[src/rtl/dma4_pkg.sv]
package dma4_pkg;

    localparam int NCH    = 4;
    localparam int CH_W   = 2;
    localparam int PORT_AW = 5;
    localparam int BYTE_W = 8;

    typedef enum logic [1:0] {
        DIR_CHECK    = 2'b00,
        DIR_TO_MEM   = 2'b01,
        DIR_FROM_MEM = 2'b10,
        DIR_RSVD     = 2'b11
    } xfer_dir_e;

    typedef enum logic {
        ST_IDLE = 1'b0,
        ST_XFER = 1'b1
    } xfer_state_e;

    typedef struct packed {
        logic ld_addr;
        logic ld_cnt;
        logic ld_page;
        logic ld_mode;
    } chan_ld_t;

    localparam logic [PORT_AW-1:0] P_MODE     = 5'h0C;
    localparam logic [PORT_AW-1:0] P_SMASK    = 5'h0D;
    localparam logic [PORT_AW-1:0] P_CLR_PTR  = 5'h10;
    localparam logic [PORT_AW-1:0] P_MCLR     = 5'h11;
    localparam logic [PORT_AW-1:0] P_CLR_MASK = 5'h12;
    localparam logic [PORT_AW-1:0] P_ALL_MASK = 5'h13;
    localparam logic [PORT_AW-1:0] P_STATUS   = 5'h14;

    function automatic logic is_addr_port(input logic [PORT_AW-1:0] a);
        return a[PORT_AW-1:2] == 3'b000;
    endfunction

    function automatic logic is_cnt_port(input logic [PORT_AW-1:0] a);
        return a[PORT_AW-1:2] == 3'b001;
    endfunction

    function automatic logic is_page_port(input logic [PORT_AW-1:0] a);
        return a[PORT_AW-1:2] == 3'b010;
    endfunction

endpackage

[src/rtl/dma4_prio.sv]
module dma4_prio #(
    parameter int NCH = 4,
    localparam int CW = $clog2(NCH)
) (
    input  logic [NCH-1:0] req,
    output logic           any,
    output logic [CW-1:0]  idx
);
    always_comb begin
        any = 1'b0;
        idx = '0;
        for (int i = NCH - 1; i >= 0; i--) begin
            if (req[i]) begin
                any = 1'b1;
                idx = CW'(i);
            end
        end
    end
endmodule

[src/rtl/dma4_chan.sv]
module dma4_chan
    import dma4_pkg::*;
#(
    parameter int ADDR_W = 16,
    parameter int PAGE_W = 8
) (
    input  logic              clk,
    input  logic              rst,
    input  chan_ld_t          ld,
    input  logic              hi_byte,
    input  logic [BYTE_W-1:0] wdata,
    input  logic              step,
    output logic [ADDR_W-1:0] cur_addr,
    output logic [ADDR_W-1:0] cur_cnt,
    output logic [PAGE_W-1:0] page,
    output xfer_dir_e         dir
);
    always_ff @(posedge clk) begin
        if (rst) begin
            cur_addr <= '0;
            cur_cnt  <= '0;
            page     <= '0;
            dir      <= DIR_CHECK;
        end else begin
            if (step) begin
                cur_addr <= cur_addr + ADDR_W'(1);
                cur_cnt  <= cur_cnt - ADDR_W'(1);
            end else begin
                if (ld.ld_addr) begin
                    if (hi_byte) cur_addr[ADDR_W-1:8] <= wdata[ADDR_W-9:0];
                    else         cur_addr[7:0]        <= wdata;
                end
                if (ld.ld_cnt) begin
                    if (hi_byte) cur_cnt[ADDR_W-1:8] <= wdata[ADDR_W-9:0];
                    else         cur_cnt[7:0]        <= wdata;
                end
            end
            if (ld.ld_page) page <= wdata[PAGE_W-1:0];
            if (ld.ld_mode) dir  <= xfer_dir_e'(wdata[3:2]);
        end
    end

    AST_ADDR_STEP: assert property (@(posedge clk) disable iff (rst)
        step |=> cur_addr == $past(cur_addr) + ADDR_W'(1));
    AST_CNT_STEP: assert property (@(posedge clk) disable iff (rst)
        step |=> cur_cnt == $past(cur_cnt) - ADDR_W'(1));
    AST_PAGE_HOLD: assert property (@(posedge clk) disable iff (rst)
        (step && !ld.ld_page) |=> $stable(page));
endmodule

[src/rtl/dma4_ctrl.sv]
module dma4_ctrl
    import dma4_pkg::*;
#(
    parameter int ADDR_W = 16,
    parameter int PAGE_W = 8,
    localparam int MA_W = ADDR_W + PAGE_W
) (
    input  logic               clk,
    input  logic               rst,
    input  logic [PORT_AW-1:0] reg_addr,
    input  logic [BYTE_W-1:0]  reg_wdata,
    input  logic               reg_wr,
    input  logic               reg_rd,
    output logic [BYTE_W-1:0]  reg_rdata,
    input  logic [NCH-1:0]     dreq,
    output logic [NCH-1:0]     dack,
    output logic [MA_W-1:0]    mem_addr,
    output logic               mem_rd,
    output logic               mem_wr,
    output logic               tc
);
    xfer_state_e        state;
    logic [CH_W-1:0]    gnt;
    logic               ptr_hi;
    logic [NCH-1:0]     mask;
    logic [NCH-1:0]     status;

    chan_ld_t           ld   [NCH];
    logic [NCH-1:0]     step;
    logic [ADDR_W-1:0]  ch_addr [NCH];
    logic [ADDR_W-1:0]  ch_cnt  [NCH];
    logic [PAGE_W-1:0]  ch_page [NCH];
    xfer_dir_e          ch_dir  [NCH];

    logic               req_any;
    logic [CH_W-1:0]    req_idx;
    logic               in_xfer;
    logic               last_unit;
    logic               byte_acc;
    logic               mclr_wr;
    logic               stat_rd;

    assign in_xfer   = (state == ST_XFER);
    assign last_unit = (ch_cnt[gnt] == '0);
    assign byte_acc  = (reg_wr || reg_rd) && (is_addr_port(reg_addr) || is_cnt_port(reg_addr));
    assign mclr_wr   = reg_wr && (reg_addr == P_MCLR);
    assign stat_rd   = reg_rd && (reg_addr == P_STATUS);

    dma4_prio #(.NCH(NCH)) u_prio (
        .req (dreq & ~mask),
        .any (req_any),
        .idx (req_idx)
    );

    for (genvar c = 0; c < NCH; c++) begin : g_chan
        always_comb begin
            ld[c].ld_addr = reg_wr && is_addr_port(reg_addr) && (reg_addr[1:0] == CH_W'(c));
            ld[c].ld_cnt  = reg_wr && is_cnt_port(reg_addr)  && (reg_addr[1:0] == CH_W'(c));
            ld[c].ld_page = reg_wr && is_page_port(reg_addr) && (reg_addr[1:0] == CH_W'(c));
            ld[c].ld_mode = reg_wr && (reg_addr == P_MODE)   && (reg_wdata[1:0] == CH_W'(c));
        end
        assign step[c] = in_xfer && (gnt == CH_W'(c));

        dma4_chan #(.ADDR_W(ADDR_W), .PAGE_W(PAGE_W)) u_chan (
            .clk      (clk),
            .rst      (rst),
            .ld       (ld[c]),
            .hi_byte  (ptr_hi),
            .wdata    (reg_wdata),
            .step     (step[c]),
            .cur_addr (ch_addr[c]),
            .cur_cnt  (ch_cnt[c]),
            .page     (ch_page[c]),
            .dir      (ch_dir[c])
        );
    end

    // Transfer sequencer: one acknowledge cycle per grant, then idle.
    always_ff @(posedge clk) begin
        if (rst) begin
            state <= ST_IDLE;
            gnt   <= '0;
        end else if (in_xfer) begin
            state <= ST_IDLE;
        end else if (req_any) begin
            state <= ST_XFER;
            gnt   <= req_idx;
        end
    end

    // Shared byte pointer
    always_ff @(posedge clk) begin
        if (rst) ptr_hi <= 1'b0;
        else if (mclr_wr || (reg_wr && reg_addr == P_CLR_PTR)) ptr_hi <= 1'b0;
        else if (byte_acc) ptr_hi <= ~ptr_hi;
    end

    // Channel masks: software operations first, automatic mask on terminal count
    always_ff @(posedge clk) begin
        if (rst) begin
            mask <= '1;
        end else begin
            logic [NCH-1:0] m;
            m = mask;
            if (reg_wr) begin
                case (reg_addr)
                    P_MCLR:     m = '1;
                    P_CLR_MASK: m = '0;
                    P_ALL_MASK: m = reg_wdata[NCH-1:0];
                    P_SMASK:    m[reg_wdata[1:0]] = reg_wdata[2];
                    default:    ;
                endcase
            end
            if (tc) m[gnt] = 1'b1;
            mask <= m;
        end
    end

    // Terminal-count flags: read clears, a new flag wins
    always_ff @(posedge clk) begin
        if (rst || mclr_wr) begin
            status <= '0;
        end else begin
            logic [NCH-1:0] s;
            s = stat_rd ? '0 : status;
            if (tc) s[gnt] = 1'b1;
            status <= s;
        end
    end

    // Read data, one cycle after the read strobe
    always_ff @(posedge clk) begin
        if (rst) begin
            reg_rdata <= '0;
        end else if (reg_rd) begin
            logic [ADDR_W-1:0] w;
            w = is_addr_port(reg_addr) ? ch_addr[reg_addr[1:0]] : ch_cnt[reg_addr[1:0]];
            if (is_addr_port(reg_addr) || is_cnt_port(reg_addr))
                reg_rdata <= ptr_hi ? BYTE_W'(w[ADDR_W-1:8]) : w[7:0];
            else if (is_page_port(reg_addr))
                reg_rdata <= BYTE_W'(ch_page[reg_addr[1:0]]);
            else if (reg_addr == P_STATUS)
                reg_rdata <= BYTE_W'(status);
            else
                reg_rdata <= '0;
        end
    end

    always_comb begin
        dack     = '0;
        mem_addr = '0;
        mem_rd   = 1'b0;
        mem_wr   = 1'b0;
        tc       = 1'b0;
        if (in_xfer) begin
            dack[gnt] = 1'b1;
            mem_addr  = {ch_page[gnt], ch_addr[gnt]};
            mem_wr    = (ch_dir[gnt] == DIR_TO_MEM);
            mem_rd    = (ch_dir[gnt] == DIR_FROM_MEM);
            tc        = last_unit;
        end
    end

    AST_DACK_ONEHOT: assert property (@(posedge clk) disable iff (rst)
        $onehot0(dack));
    AST_SINGLE_UNIT: assert property (@(posedge clk) disable iff (rst)
        (dack != '0) |=> (dack == '0));
    AST_STROBE_EXCL: assert property (@(posedge clk) disable iff (rst)
        !(mem_rd && mem_wr));
    AST_NO_MASKED_ACK: assert property (@(posedge clk) disable iff (rst)
        (dack != '0) |-> ((dack & $past(dreq) & ~$past(mask)) != '0));
    AST_PRIORITY: assert property (@(posedge clk) disable iff (rst)
        (dack != '0) |-> (($past(dreq) & ~$past(mask) & (dack - NCH'(1))) == '0));
    AST_TC_AUTOMASK: assert property (@(posedge clk) disable iff (rst)
        tc |=> ((mask & $past(dack)) == $past(dack)));
    AST_TC_FLAG: assert property (@(posedge clk) disable iff (rst)
        (tc && !mclr_wr) |=> ((status & $past(dack)) != '0));
endmodule

[config.mk]
export PLATFORM = sky130hd
export DESIGN_NAME = dma4_ctrl
export DESIGN_NICKNAME = d
export VERILOG_FILES = /design/src/rtl/dma4_pkg.sv /design/src/rtl/dma4_prio.sv /design/src/rtl/dma4_chan.sv /design/src/rtl/dma4_ctrl.sv
export SDC_FILE = /design/constraint.sdc
export NUM_CORES = 1
export LEC_CHECK = 0
export BUFFER_PORTS_ARGS = -buffer_cell sky130_fd_sc_hd__buf_2
export CELL_PAD_IN_SITES_DETAIL_PLACEMENT = 1
export CELL_PAD_IN_SITES_GLOBAL_PLACEMENT = 2
export CORE_MARGIN = 1
export CORE_UTILIZATION = 38
export DETAILED_ROUTE_END_ITERATION = 10
export PLACE_DENSITY_LB_ADDON = 0.15
export SLEW_MARGIN = 20
export SYNTH_ARGS = -nofsm -noshare
export SYNTH_HDL_FRONTEND = slang
export SYNTH_SLANG_ARGS = --single-unit
[constraint.sdc]
create_clock -name clk -period 3.6 [get_ports clk]
set_input_delay 1.08 -clock clk [delete_from_list [all_inputs] [get_ports clk]]
set_output_delay 1.08 -clock clk [all_outputs]
set_load 0.05 [all_outputs]
Word level (Yosys, flattened, before mapping)
Index checks and enable logic that the tools add are counted.
{"block": "totals", "reg_bits": 188, "latchBits": 0, "ramBits": 0, "romBits": 0, "inputBits": 21, "word_cells": 215, "mem_count": 0}
{"block": "op_classes", "add_sub_neg": 8, "n_mul": 0, "div": 0, "order_cmp": 6, "n_eq_ne": 24, "n_shift": 0, "mux": 69, "bitwise": 8, "n_reduce_logical": 70}
{"op": "$mux W16", "n": 25}
{"op": "$bmux W16 S2", "n": 4}
{"op": "$mux W8", "n": 9}
{"op": "$add A16 B1 Y16 const B", "n": 4}
{"op": "$sub A16 B1 Y16 const B", "n": 4}
{"op": "$reduce_and A2 Y1", "n": 17}
{"op": "$bmux W8 S2", "n": 2}
{"op": "$logic_and A1 B1 Y1", "n": 30}
{"op": "$mux W4", "n": 7}
{"op": "$eq A5 B5 Y1 const B", "n": 5}
{"op": "$mux W24", "n": 1}
{"op": "$reduce_bool A2 Y1", "n": 12}
{"op": "$logic_not A16 Y1", "n": 1}
{"op": "$pmux W4 S4", "n": 1}
{"op": "$eq A2 B2 Y1 const B", "n": 7}
{"op": "$mux W2", "n": 6}
{"op": "$eq A5 B4 Y1 const B", "n": 2}
{"op": "$mux W1", "n": 10}
{"op": "$eq A2 B1 Y1 const B", "n": 4}
{"op": "$ne A2 B1 Y1 const B", "n": 4}
{"op": "$or A4 B4 Y4", "n": 2}
{"op": "$ge A3 B3 Y1 const B", "n": 2}
{"op": "$logic_not A2 Y1", "n": 3}
{"op": "$lt A2 B3 Y1 const B", "n": 2}
{"op": "13 further kinds", "n": 21}

Depth between registers and ports, before layout
{"block": "depth", "word_depth": 10, "mapped_depth": 9, "mapped_depth_nobuf": 6}

Hierarchy
Synthesis repeated with hierarchy kept, for this count alone.
{"block": "unflattened", "hier_cells": 1527, "area_unflattened_um2": 12837.3}
{"mod": "dma4_chan", "n_inst": 4, "cells_per_inst": 287, "area_per_inst_um2": 2283.4, "seq_area_each_um2": 840.8}
{"mod": "dma4_ctrl", "n_inst": 1, "cells_per_inst": 372, "area_per_inst_um2": 3668.5, "seq_area_each_um2": 400.4}
{"mod": "dma4_prio", "n_inst": 1, "cells_per_inst": 7, "area_per_inst_um2": 35.0, "seq_area_each_um2": 0.0}

Worst setup path before layout
Ideal clock, no wire load.
{"block": "synth_timing", "kind": "flip-flop to output port", "start": "register g_chan[3].u_chan.cur_cnt[0]", "end": "output port tc", "arrival_ps": 2017, "t_required_ps": 2520, "setup_slack_ps": 503, "path_stages_with_launch": 6, "path_buffers": 1, "path_cell_list": "dfxtp_1 or4_1 buf_2 or3_4 nor4_1 o32a_1"}
{"block": "synth_between", "elab_chain_cells": 5}
{"item": "from (decl)", "line": "dma4_chan.sv:14", "rtl": "output logic [ADDR_W-1:0] cur_cnt,"}
{"item": "from (signal assigned)", "line": "dma4_chan.sv:27", "rtl": "cur_cnt <= cur_cnt - ADDR_W'(1);"}
{"item": "from (signal, indexed assignment)", "line": "dma4_chan.sv:34", "rtl": "if (hi_byte) cur_cnt[ADDR_W-1:8] <= wdata[ADDR_W-9:0];"}
{"item": "from (signal assigned)", "line": "dma4_chan.sv:35", "rtl": "else cur_cnt[7:0] <= wdata;"}
{"item": "$bmux W16 S2", "line": "dma4_ctrl.sv:44", "rtl": "assign last_unit = (ch_cnt[gnt] == '0);"}
{"item": "$mux W16 (not written as such) (2 in a row)", "line": "dma4_ctrl.sv:44"}
{"item": "$logic_not A16 Y1", "line": "dma4_ctrl.sv:44"}
{"item": "$mux W1", "line": "dma4_ctrl.sv:155", "rtl": "if (in_xfer) begin"}
{"item": "to (decl)", "line": "dma4_ctrl.sv:20", "rtl": "output logic tc"}
No other way between the ends. The select of a mux whose other input is x is not followed.

Final worst setup path
{"block": "layout_timing", "start": "register g_chan[3].u_chan.cur_cnt[11]", "end": "output port tc"}
The elaborated chain is that of the path after synthesis.

==> impl_metrics.csv <==
group,metric,value,unit
run_status,outcome,"finished with violations",
run_status,violations,"negative setup slack",
global_routing,grt_max_degree,55,
clocking,clock-sinks,188,
placement,hpwl,38200,um
route,vias,13070,
logic_synthesis,synthArstFlopShare,0,%
setup_path,crit_fanout,5,
timing,fmax,0.2773,GHz
clocking,cts_inserted_buffers,17,
route,wl,53730,um
clocking,cts_buffer_depth,2,
setup_path,r2r_slack,590,ps
setup_path,worstSetupEndpointType,"output port",
timing,finalSetupTns,-6.699,ps
timing,skew,15.18,ps
placement,port_buffers,59,
route,drtIter0Drc,1216,
logic_synthesis,synth_top_family_by_area,"simple AND/OR/NAND/NOR gates",
layout,antenna-diode-count,0,
global_routing,grt_pass1_vias,12790,
setup_path,r2r_cells,5,
setup_path,crit_required,2520,ps
pwr,p_int,0.003340,W
logic_synthesis,synth_most_common_cell,"dfxtp_1",
clocking,tritoncts,"done",
die,die-height,183.1,um
logic_synthesis,synth_fa_ha_area_share,0.8031,%
route,avgViaCountPerCell,6.602,
placement,pre_cts_ws,250.0,ps
logic_synthesis,synth_commonest_cells,"188 x dfxtp_1, 124 x nand2_1, 117 x a21oi_1",
die,dieArea,33530,sq um
logic_synthesis,synth_seq_cells,188,
pwr,seq_power_share,45.0,%
die,pin_count,60,
timing,tightestPinTransition,1087,ps
pwr,ir_drop,0.3481,mV
setup_path,critical_path_class,"flop to output port",
timing,drv_slew,0,
global_routing,antenna_found_initial,1,
placement,dp.cells,1945,
timing,hold_viol,0,
setup_path,max_stage_delay,550,ps
die,coreArea,31880,sq um
logic_synthesis,postSynthAreaPerCell,8.243,sq um
logic_synthesis,syn_area,12460,sq um
pwr,net-switching-power,0.001458,W
layout,fin_area,14090,sq um
setup_path,cp_num_buf_inv,1,
setup_path,critPathLaunchType,"flop",
logic_synthesis,synth-simple-area-share,27.60,%
die,num_rows,65,
logic_synthesis,yosysSeqAreaShare,30.20,%
logic_synthesis,synth_edf_count,0,
setup_path,worst-endpoint-arrival,2530,ps
placement,placed_cell_area,13410,sq um
timing,grt_setup_unrepaired,"true",
route,wl_per_cell,27.15,um
logic_synthesis,ys_top_cells_by_area,"dfxtp_1 30%, mux4_2 10%, a21oi_1 4.7%",
min_path,min_path_type,"flop to flop",
timing,fin_crit_sh,100.2,%
logic_synthesis,synthMuxAreaShare,13.60,%
timing,min_period,3607,ps
die,start_util,39.09,%
layout,fin_cells,1979,
logic_synthesis,syn_inst,1512,
pwr,swShare,30.38,%
layout,nets,1560,
clocking,cts_root_buffer,"clkbuf_16",
min_path,hold_depth,2,
placement,place_congestion,0.9354,
route,ant_nets,0,
logic_synthesis,yosysTopAreaCell,"dfxtp_1",
clocking,cts_max_level,4,
timing,setup_ws,-6.699,ps
layout,area_delta_synth_final,13.05,%
route,dr.pass1.iters,5,
logic_synthesis,yosys.cell_types.count,79,
logic_synthesis,syn_nets,1541,
pwr,clkPwrFrac,42.1,%
layout,final_core_util,44.20,%
setup_path,crit_slowest_cell,"or4_4",
run,maxCapViolCount,0,
timing,setup_viol,1,
logic_synthesis,synth_top_area_share,30.20,%
setup_path,crit_family,"simple AND/OR/NAND/NOR gates",
setup_path,crit_cells,5,
route,drc_errors,0,
logic_synthesis,yosys_warnings,0,
die,die_x,183.1,um
pwr,powerDensity,340.5,nW/um^2
global_routing,grt_pass1_wl,81200,um
logic_synthesis,synth-compound-area-share,22.13,%
logic_synthesis,synthXorXnorAreaFrac,0.4919,%
logic_synthesis,yosys_most_used_dff,"dfxtp_1",
pwr,cellLeakagePower,4.773,nW
setup_path,path_cells,"or4_4, or3_4, nor4_4, o32a_1, buf_6",
global_routing,grt_util_all_layers,32.37,%
clocking,clkTransAtPathRegs,80,ps
global_routing,overflow,0,
timing,slew_headroom,27.17,%
clocking,clock_latency,470,ps
pwr,p_comb_share,13.0,%
layout,drive_gt1_share,18.72,%
[cells by family after synthesis]
group / after synthesis
adders and majority gates: 8
buffers and inverters: 165
muxes: 96
xor gates and xnor gates: 7
AOI/OAI and AO/OA: 421
DFF: 188
and+or+nand+nor: 627
[sequential cells by signal, summed over array words and instances (netlist names)]
signal	cells
mask	4
g_chan.u_chan.cur_cnt	64
ptr_hi	1
status	4
g_chan.u_chan.dir	8
g_chan.u_chan.page	32
gnt	2
g_chan.u_chan.cur_addr	64
in_xfer	1
reg_rdata	8
[path summary, 6_finish.rpt]
check | start | to
worst min-delay path | status[3] | status[3]
worst max-delay path | g_chan[3].u_chan.cur_cnt[11] | tc
worst max register to register | gnt[0] | g_chan[0].u_chan.cur_cnt[0]
worst min register to register | status[3] | status[3]
[area by class of cell]
class	count	area (sq um)
clock buffers	18	429.2
clock inverters	14	158.9
fillers	3797	17790
inverters	25	93.84
multi-input cells	1159	8140
flip-flops and latches	188	3774
well taps	435	544.3
repair buffers	140	949.7
[routing by layer]
layer  vias to the layer above  wire length, um  global-route usage (%)
li1                       5894                -                       -
met1                      6601            23570                   42.86
met2                       463            24970                   52.29
met3                       107             3202                   5.222
met4                         0             1995                   13.47
met5                         -                0                       0
[layout by cell type (no fill, tap or decap), drive strengths merged, types with 8 or more instances in the layout]
master  count
or4        16
nor3b      13
a31oi      50
nand2     124
a211oi     31
mux2i      31
nand2b     12
o21ai      67
nor4       37
mux4       58
nand3     105
buf       140
o311ai     12
or2        13
and3       21
nand4      52
nor3       43
nor2       67
and4       10
o22ai       9
a21o        9
a21oi     117
nor2b      14
inv        28
ha          8
and2       39
clkbuf     18
o211ai     34
dfxtp     188
or3        35
[tightest hold or removal path, delay by kind of cell (launching register included)]
family             cells  cell delay [ps]
AOI/OAI and AO/OA      1               50
and+or+nand+nor        1               60
DFF                    1              330
[per-stage QoR]
step	hold WS, ps	total power [W]
after floorplan	437.2	0.002558
after global placement	454.0	0.002804
after detailed placement	460.1	0.002811
after CTS	473.0	0.004811
after global routing	490.0	0.004944
final	474.4	0.004798
[power by group through the flow]
stage	Clock (W)	Sequential, W	Combinational [W]
5_1_grt	0.00213	0.00216	0.000657
3_5_place_dp	0	0.00221	0.000605
4_1_cts	0.00204	0.00216	0.000610
3_3_place_gp	0	0.00220	0.000600
6_report	0.00202	0.00216	0.000623
2_1_floorplan	0	0.00219	0.000367
[what timing repair did]
| item | CTS | global route |
|---|---|---|
| setup endpoints to repair | 1 | 1 |
| buffers inserted | 0 | 2 |
| resized for setup | 10 | 8 |
| hold buffers | 0 | 0 |
| pin swaps | 3 | 4 |
No activity file was read; power rests on OpenSTA's default activity.
